--- src/rtl/ot_clear_pkg.sv ---
// Shared definitions for the ordering-table clear engine.
// Assumes data words are at least 24 bits wide.
package ot_clear_pkg;
    typedef enum logic {
        OT_IDLE = 1'b0,
        OT_RUN  = 1'b1
    } ot_state_e;

    // Chain end marker: 24 low bits set
    localparam logic [23:0] OT_END_MARK = 24'hFF_FFFF;
endpackage

--- src/rtl/ot_addr_gen.sv ---
// Address register of the clear engine. Loads the masked start address and
// steps down one word per accepted write. link_addr is the pointer to the
// word below, wrapped inside the memory span.
// Assumes ADDR_W >= MEM_AW >= 3.
module ot_addr_gen #(
    parameter int ADDR_W = 24,
    parameter int MEM_AW = 21
) (
    input  logic              clk,
    input  logic              rst_n,
    input  logic              load,
    input  logic              step,
    input  logic [ADDR_W-1:0] start_addr,
    output logic [ADDR_W-1:0] cur_addr,
    output logic [ADDR_W-1:0] link_addr
);
    localparam logic [ADDR_W:0]   SPAN      = (ADDR_W+1)'(1) << MEM_AW;
    localparam logic [ADDR_W-1:0] WORD_MASK = ADDR_W'(SPAN - 1) & ~ADDR_W'(3);

    logic [ADDR_W-1:0] addr_q;

    // Pointer to the next lower word, wrapped into memory
    always_comb link_addr = (addr_q - ADDR_W'(4)) & WORD_MASK;

    // Load on start, move down one word on each accepted write
    always_ff @(posedge clk) begin
        if (!rst_n)    addr_q <= '0;
        else if (load) addr_q <= start_addr & WORD_MASK;
        else if (step) addr_q <= link_addr;
    end

    assign cur_addr = addr_q;

    // address stays word aligned and inside memory
    p_in_span_r3: assert property (@(posedge clk) disable iff (!rst_n)
        (addr_q & ~WORD_MASK) == '0);
endmodule

--- src/rtl/ot_word_counter.sv ---
// Remaining-entry counter. A count of zero loads 2^CNT_W. last is set when
// the entry at the current address is the final one.
// Assumes step is never given with nothing left.
module ot_word_counter #(
    parameter int CNT_W = 16
) (
    input  logic             clk,
    input  logic             rst_n,
    input  logic             load,
    input  logic             step,
    input  logic [CNT_W-1:0] count_in,
    output logic             last
);
    localparam logic [CNT_W:0] FULL = (CNT_W+1)'(1) << CNT_W;

    logic [CNT_W:0] left_q;

    // Load length (0 means full range), count down per accepted write
    always_ff @(posedge clk) begin
        if (!rst_n)    left_q <= '0;
        else if (load) left_q <= (count_in == '0) ? FULL : {1'b0, count_in};
        else if (step) left_q <= left_q - 1'b1;
    end

    assign last = (left_q == (CNT_W+1)'(1));

    // counter never steps below zero
    p_no_underflow_r7: assert property (@(posedge clk) disable iff (!rst_n)
        step |-> left_q != '0);
endmodule

--- src/rtl/ot_ctrl.sv ---
// Sequencer for the clear engine: waits for enable plus trigger while idle,
// runs until the last write is accepted, then pulses done for one cycle.
// Assumes the memory port holds no state between requests.
module ot_ctrl
    import ot_clear_pkg::*;
(
    input  logic clk,
    input  logic rst_n,
    input  logic chan_en,
    input  logic trig,
    input  logic wr_ready,
    input  logic last,
    output logic load,
    output logic step,
    output logic wr_valid,
    output logic busy,
    output logic done
);
    ot_state_e state_q;
    logic      done_q;

    // Decode start and accept conditions
    always_comb begin
        load     = (state_q == OT_IDLE) && chan_en && trig;
        wr_valid = (state_q == OT_RUN);
        step     = wr_valid && wr_ready;
    end

    // State and completion pulse
    always_ff @(posedge clk) begin
        if (!rst_n) begin
            state_q <= OT_IDLE;
            done_q  <= 1'b0;
        end else begin
            done_q <= step && last;
            if (load)              state_q <= OT_RUN;
            else if (step && last) state_q <= OT_IDLE;
        end
    end

    assign busy = (state_q == OT_RUN);
    assign done = done_q;

    // completion is a single-cycle pulse
    p_done_pulse_r9: assert property (@(posedge clk) disable iff (!rst_n)
        done |=> !done);
    // engine is idle when done is raised
    p_done_idle_r9: assert property (@(posedge clk) disable iff (!rst_n)
        done |-> !busy);
    // request remains until the final write is taken
    p_keep_valid_r8: assert property (@(posedge clk) disable iff (!rst_n)
        (wr_valid && !(wr_ready && last)) |=> wr_valid);
endmodule

--- src/rtl/ot_clear_dma.sv ---
// Ordering-table clear engine top. Writes a downward chain of pointers
// from start_addr, one word per accepted cycle, ending with the terminator.
// Assumes DATA_W >= 24 and ADDR_W <= DATA_W.
module ot_clear_dma
    import ot_clear_pkg::*;
#(
    parameter int ADDR_W = 24,
    parameter int MEM_AW = 21,
    parameter int CNT_W  = 16,
    parameter int DATA_W = 32
) (
    input  logic              clk,
    input  logic              rst_n,
    input  logic              chan_en,
    input  logic              trig,
    input  logic [ADDR_W-1:0] start_addr,
    input  logic [CNT_W-1:0]  word_count,
    output logic              wr_valid,
    input  logic              wr_ready,
    output logic [ADDR_W-1:0] wr_addr,
    output logic [DATA_W-1:0] wr_data,
    output logic              busy,
    output logic              done
);
    localparam logic [DATA_W-1:0] END_WORD = DATA_W'(OT_END_MARK);

    logic              load, step, last;
    logic [ADDR_W-1:0] link_addr;

    ot_ctrl u_ctrl (
        .clk      (clk),
        .rst_n    (rst_n),
        .chan_en  (chan_en),
        .trig     (trig),
        .wr_ready (wr_ready),
        .last     (last),
        .load     (load),
        .step     (step),
        .wr_valid (wr_valid),
        .busy     (busy),
        .done     (done)
    );

    ot_addr_gen #(.ADDR_W(ADDR_W), .MEM_AW(MEM_AW)) u_addr (
        .clk        (clk),
        .rst_n      (rst_n),
        .load       (load),
        .step       (step),
        .start_addr (start_addr),
        .cur_addr   (wr_addr),
        .link_addr  (link_addr)
    );

    ot_word_counter #(.CNT_W(CNT_W)) u_cnt (
        .clk      (clk),
        .rst_n    (rst_n),
        .load     (load),
        .step     (step),
        .count_in (word_count),
        .last     (last)
    );

    // Data select: link pointer, or terminator on the final entry
    always_comb wr_data = last ? END_WORD : DATA_W'(link_addr);

    // stalled request holds address and data
    p_hold_r8: assert property (@(posedge clk) disable iff (!rst_n)
        (wr_valid && !wr_ready) |=> (wr_valid && $stable(wr_addr) && $stable(wr_data)));
    // next write lands where the previous pointer pointed
    p_chain_r3: assert property (@(posedge clk) disable iff (!rst_n)
        (wr_valid && wr_ready && !last) |=> (wr_valid && wr_addr == $past(wr_data[ADDR_W-1:0])));
    // no request outside a run
    p_valid_busy_r1: assert property (@(posedge clk) disable iff (!rst_n)
        wr_valid |-> busy);
endmodule

--- config.mk ---
export PLATFORM = sky130hd
export DESIGN_NAME = ot_clear_dma
export DESIGN_NICKNAME = d
export VERILOG_FILES = /design/src/rtl/ot_clear_pkg.sv /design/src/rtl/ot_addr_gen.sv /design/src/rtl/ot_word_counter.sv /design/src/rtl/ot_ctrl.sv /design/src/rtl/ot_clear_dma.sv
export SDC_FILE = /design/constraint.sdc
export NUM_CORES = 1
export LEC_CHECK = 0
export ABC_AREA = 1
export BUFFER_PORTS_ARGS = -buffer_cell sky130_fd_sc_hd__buf_2
export CAP_MARGIN = 20
export CORE_MARGIN = 3
export CORE_UTILIZATION = 50
export CTS_CLUSTER_SIZE = 14
export DETAILED_ROUTE_END_ITERATION = 10
export PLACE_DENSITY = 0.8
export SLEW_MARGIN = 40
export SYNTH_ARGS = -nofsm -noshare
export SYNTH_HDL_FRONTEND = slang
export SYNTH_SLANG_ARGS = --single-unit
--- constraint.sdc ---
create_clock -name clk -period 3.7 [get_ports clk]
set_input_delay 0.555 -clock clk [delete_from_list [all_inputs] [get_ports clk]]
set_output_delay 0.555 -clock clk [all_outputs]
set_load 0.05 [all_outputs]
# --- After elaboration in Yosys (flattened, before gate mapping) ---
# Index checks and enable logic that the tools add are counted.
word_totals:
  reg_bits: 38
  input_bits: 45
  output_inout_bits: 59
  word_cells: 23
classes:
  add_sub_neg: 2
  eq_ne: 1
  n_mux: 8
  bitwise: 1
  n_reduce_logical: 7
op_table:
  columns: ["operator", "n"]
  rows:
  - ["$mux 17", 3]
  - ["$mux 21", 2]
  - ["$mux 24", 1]
  - ["$sub 21x3->21 const B", 1]
  - ["$eq 17x1->1 const B", 1]
  - ["$sub 17x1->17 const B", 1]
  - ["$logic_not 16->1", 1]
  - ["$logic_and 1x1->1", 4]
  - ["$reduce_bool 2->1", 2]
  - ["$mux 1", 2]
  - ["$not 1->1", 1]

# --- Logic depth before layout (Yosys ltp) ---
logic_depth:
  word_depth: 4
  mapped_depth: 9

# --- Modules after synthesis ---
# From an unflattened synthesis, not the netlist that was laid out.
hier_totals:
  cells_unflattened: 486
  area_unflattened_um2: 3141.8
by_module_without_submodules:
  columns: ["module", "instances", "cells_per_inst", "area_per_inst_um2"]
  rows:
  - ["ot_addr_gen", 1, 204, 1478.9]
  - ["ot_word_counter", 1, 208, 1300.0]
  - ["ot_clear_dma", 1, 60, 272.8]
  - ["ot_ctrl", 1, 14, 90.1]

# --- Worst setup path after synthesis ---
# No wires, ideal clock.
synth_timing:
  path_type: "register to output"
  from: "register u_addr.addr_q[2] (netlist: u_addr.cur_addr[2])"
  to: "output port wr_data[8]"
  t_arrival_ps: 1849
  required_time_ps: 3145
  path_slack_ps: 1296
  path_stages_with_launch: 7
  cell_sequence: "dfxtp_1 > inv_1 > ha_1 > nand2_2 > nor2_4 > xor2_1 > or2_2"
synth_via:
  elab_chain_len: 2
synth_rtl:
  columns: ["element", "line_no", "text"]
  rows:
  - ["start: declaration", "ot_addr_gen.sv:20", "logic [ADDR_W-1:0] addr_q;"]
  - ["start signal: assignment", "ot_addr_gen.sv:28", "else if (load) addr_q <= start_addr & WORD_MASK;"]
  - ["start signal: assignment", "ot_addr_gen.sv:29", "else if (step) addr_q <= link_addr;"]
  - ["$sub 21x3->21", "ot_addr_gen.sv:23", "always_comb link_addr = (addr_q - ADDR_W'(4)) & WORD_MASK;"]
  - ["$mux 24", "ot_clear_dma.sv:64", "always_comb wr_data = last ? END_WORD : DATA_W'(link_addr);"]
  - ["end: declaration", "ot_clear_dma.sv:21", "output logic [DATA_W-1:0] wr_data,"]
# No other way between the ends.

# --- Final worst setup path ---
layout_timing:
  from: "register u_cnt.left_q[0]"
  to: "output port wr_data[8]"
layout_via:
  elab_chain_len: 2
layout_rtl:
  columns: ["element", "line_no", "text"]
  rows:
  - ["start: declaration", "ot_word_counter.sv:16", "logic [CNT_W:0] left_q;"]
  - ["start signal: assignment", "ot_word_counter.sv:21", "else if (load) left_q <= (count_in == '0) ? FULL : {1'b0, count_in};"]
  - ["start signal: assignment", "ot_word_counter.sv:22", "else if (step) left_q <= left_q - 1'b1;"]
  - ["$eq 17x1->1", "ot_word_counter.sv:25", "assign last = (left_q == (CNT_W+1)'(1));"]
  - ["$mux 24", "ot_clear_dma.sv:64", null]
# No other way between the ends.

==> results.tsv <==
metric	value	unit
drt wl/cell	12.61	um
CP Max Fanout	17	
final worst setup slack	1.064	ns
# Post-CTS Setup Buffers	0	
CTS Sinks	38	
initial antenna violation count	0	
Final TNS setup	0	ns
most common cell after layout, fill and taps aside	nand2_1	
via count	3268	
fill count	568	
Starting Density	52.46	%
PwrDens	486.5	nW/um^2
post-synthesis sequential area ratio	26.02	%
Die Ht	82.47	um
Resize count post-CTS	0	
vias in the first global route	2860	
layout cells sized above 1	23.65	%
largest family of logic cells by synthesized area	simple AND/OR/NAND/NOR gates	
storage element area	760.7	um^2
Max Buffers Root-to-Sink	2	
cts hold-fix bufs	0	
Req. time, crit path	3.14	ns
post-layout util	59.71	%
Slew Limit Fails	0	
CP max stage cell	dfxtp_1	
Worst setup SP type	flip-flop	
grt ovf	0	
WS Path Type	flip-flop to output port	
synth unique cells	38	
fmax	379.4	MHz
Synth area leader	dfxtp_1	
Final ANT Viol Nets	0	
First-pass DRT Iterations	5	
die width	82.47	um
placed cell count	619	
CORE AREA	5574	um^2
final net count	602	
number of DRC markers in iteration 0	203	
All-Layer GR Usage	23.46	%
clk_lat worst skew	0.29	ns
vias per cell	5.220	
worst hold path type	flip-flop to flip-flop	
HPWL after DPL	5796	um
CP cell instances	ha_1 -> nand2_1 -> nor4_2 -> nand2_2 -> inv_2 -> or2_2 -> buf_2	
Synth area leaders	dfxtp_1 26%, nand2_1 19%, nor2_1 9.2%	
pre-CTS WS	1.365	ns
CP arrival	2.08	ns
Synth Area in Adders	1.284	%
Root Driver	clkbuf_8	
number of synthesized register bits	38	
area delta synth->final	13.82	%
Async S/R FF share, synth	0	%
area of the multi-input gates	1769	um^2
IO Count	104	
crit path capture type	output port	
most frequent cells in the layout	146 x nand2_1, 85 x buf_2, 72 x nor2_1	
Final Hold Viols	0	
Mapped Cells	484	
row cnt	27	
first-pass GRT wire length	12740	um
Total Die Area	6801	um^2
Post-synth EDFFs	0	
largest net degree at the start of global routing	31	
Post-Synth Simple-Gate Area	41.59	%
Setup-failing EPs final	0	
H-Tree Depth	2	
Critical Path Max Stage Delay	0.40	ns
clk_skew	0.007714	ns
Synth Flop Type	dfxtp_1	
Worst slew margin	52.52	%
diode count	0	
gp weighted congestion	0.9013	
fin crit period	2.636	ns
XOR/XNOR Fraction of Synth Area	2.396	%
Synth Area in Compound Gates	13.56	%
max cap viols	0	
Pleak	0.001782	uW
Layout Cells excl Fill	626	
VDD IR max	0.2857	mV
cell area after synthesis	2924	um^2
unrepaired setup endpoints after global routing	false	
cts bufs inserted	5	
WL final	7896	um
run status	finished, final reports clean	
Yosys warning count	0	
Worst-Margin Slew	0.7105	ns
top-area cell type share of the netlist area	26.02	%
CTS tree	built	
Mean Syn Cell Area	6.041	um^2
fin crit share	71.23	%
Reg clk slew, reported paths	0.07	ns
I/O Buffers	85	
Post-route DRC	0	
mux contribution to synthesized area	0	%
-- cell usage after synthesis (all sizes together), types with 3 or more instances --
cell    number
inv         53
a31oi        5
o21ai       21
dfxtp       38
nand3       39
ha           3
nand4        4
a21oi       29
xor2         6
or2          5
nor3         3
nand2      149
buf         31
clkbuf       3
nor2        79
o221ai       3
-- per-stage QoR --
| stage | total power [uW] | cell area (um^2) | hold WS [ns] |
|---|---|---|---|
| 2_1_floorplan | 1188 | 2969 | 0.4711 |
| 3_3_place_gp | 1330 | 3249 | 0.4913 |
| 3_5_place_dp | 1343 | 3249 | 0.5041 |
| 4_1_cts | 1623 | 3328 | 0.5085 |
| 5_1_grt | 1724 | 3328 | 0.5212 |
| 6_report | 1619 | 3328 | 0.5096 |
-- report_power, final --
group | switching (uW) | total, uW | internal, uW
combinational | 632 | 857 | 225
sequential | 38.9 | 480 | 441
clock | 155 | 282 | 127
total | 826 | 1620 | 793
-- critical path, delay by kind of cell (launching register included) --
kind | cells | cell delay [ns]
AND/OR/NAND/NOR | 4 | 0.74
flip-flops | 1 | 0.40
adder cells (fa/ha/maj) | 1 | 0.18
buffers and inverters | 2 | 0.47
-- sequential cells by signal (all words and copies together), names as in the netlist --
signal,count
u_ctrl.done,1
u_ctrl.busy,1
u_addr.cur_addr,19
u_cnt.left_q,17
-- cell type report --
type	count	area share, %
multi-input cells	371	53.16
clock buffers	5	2.068
inverters	53	6.128
repair buffers	85	12.78
clock inverters	2	0.3008
well taps	72	2.707
flip-flops and latches	38	22.86
-- cells by family after synthesis --
kind of cell,count (synthesis)
AOI/OAI and AO/OA,64
xor gates and xnor gates,8
buffers and inverters,87
DFF,38
adders and majority gates,3
and+or+nand+nor,283
other,1
-- routing by layer --
layer | track usage (%) | part of all wire [%] | wire, um | vias up
met3 | 2.928 | 8.0 | 629 | 6
met5 | 0 | 0 | 0 | -
met2 | 42.15 | 49 | 3891 | 121
met4 | 5.648 | 0.81 | 64 | 0
met1 | 29.50 | 42 | 3310 | 1490
li1 | - | - | - | 1651
-- final timing paths --
| check | start | to | slack, ns | depth (start not counted) |
|---|---|---|---|---|
| max reg2reg | u_ctrl.busy | u_cnt.left_q[13] | 1.70 | 7 |
| min | u_cnt.left_q[1] | u_cnt.left_q[1] | 0.51 | 2 |
| min reg2reg | u_cnt.left_q[1] | u_cnt.left_q[1] | 0.51 | 2 |
| max | u_cnt.left_q[0] | wr_data[8] | 1.06 | 7 |
Note: power is estimated with default switching activity, not from simulation.
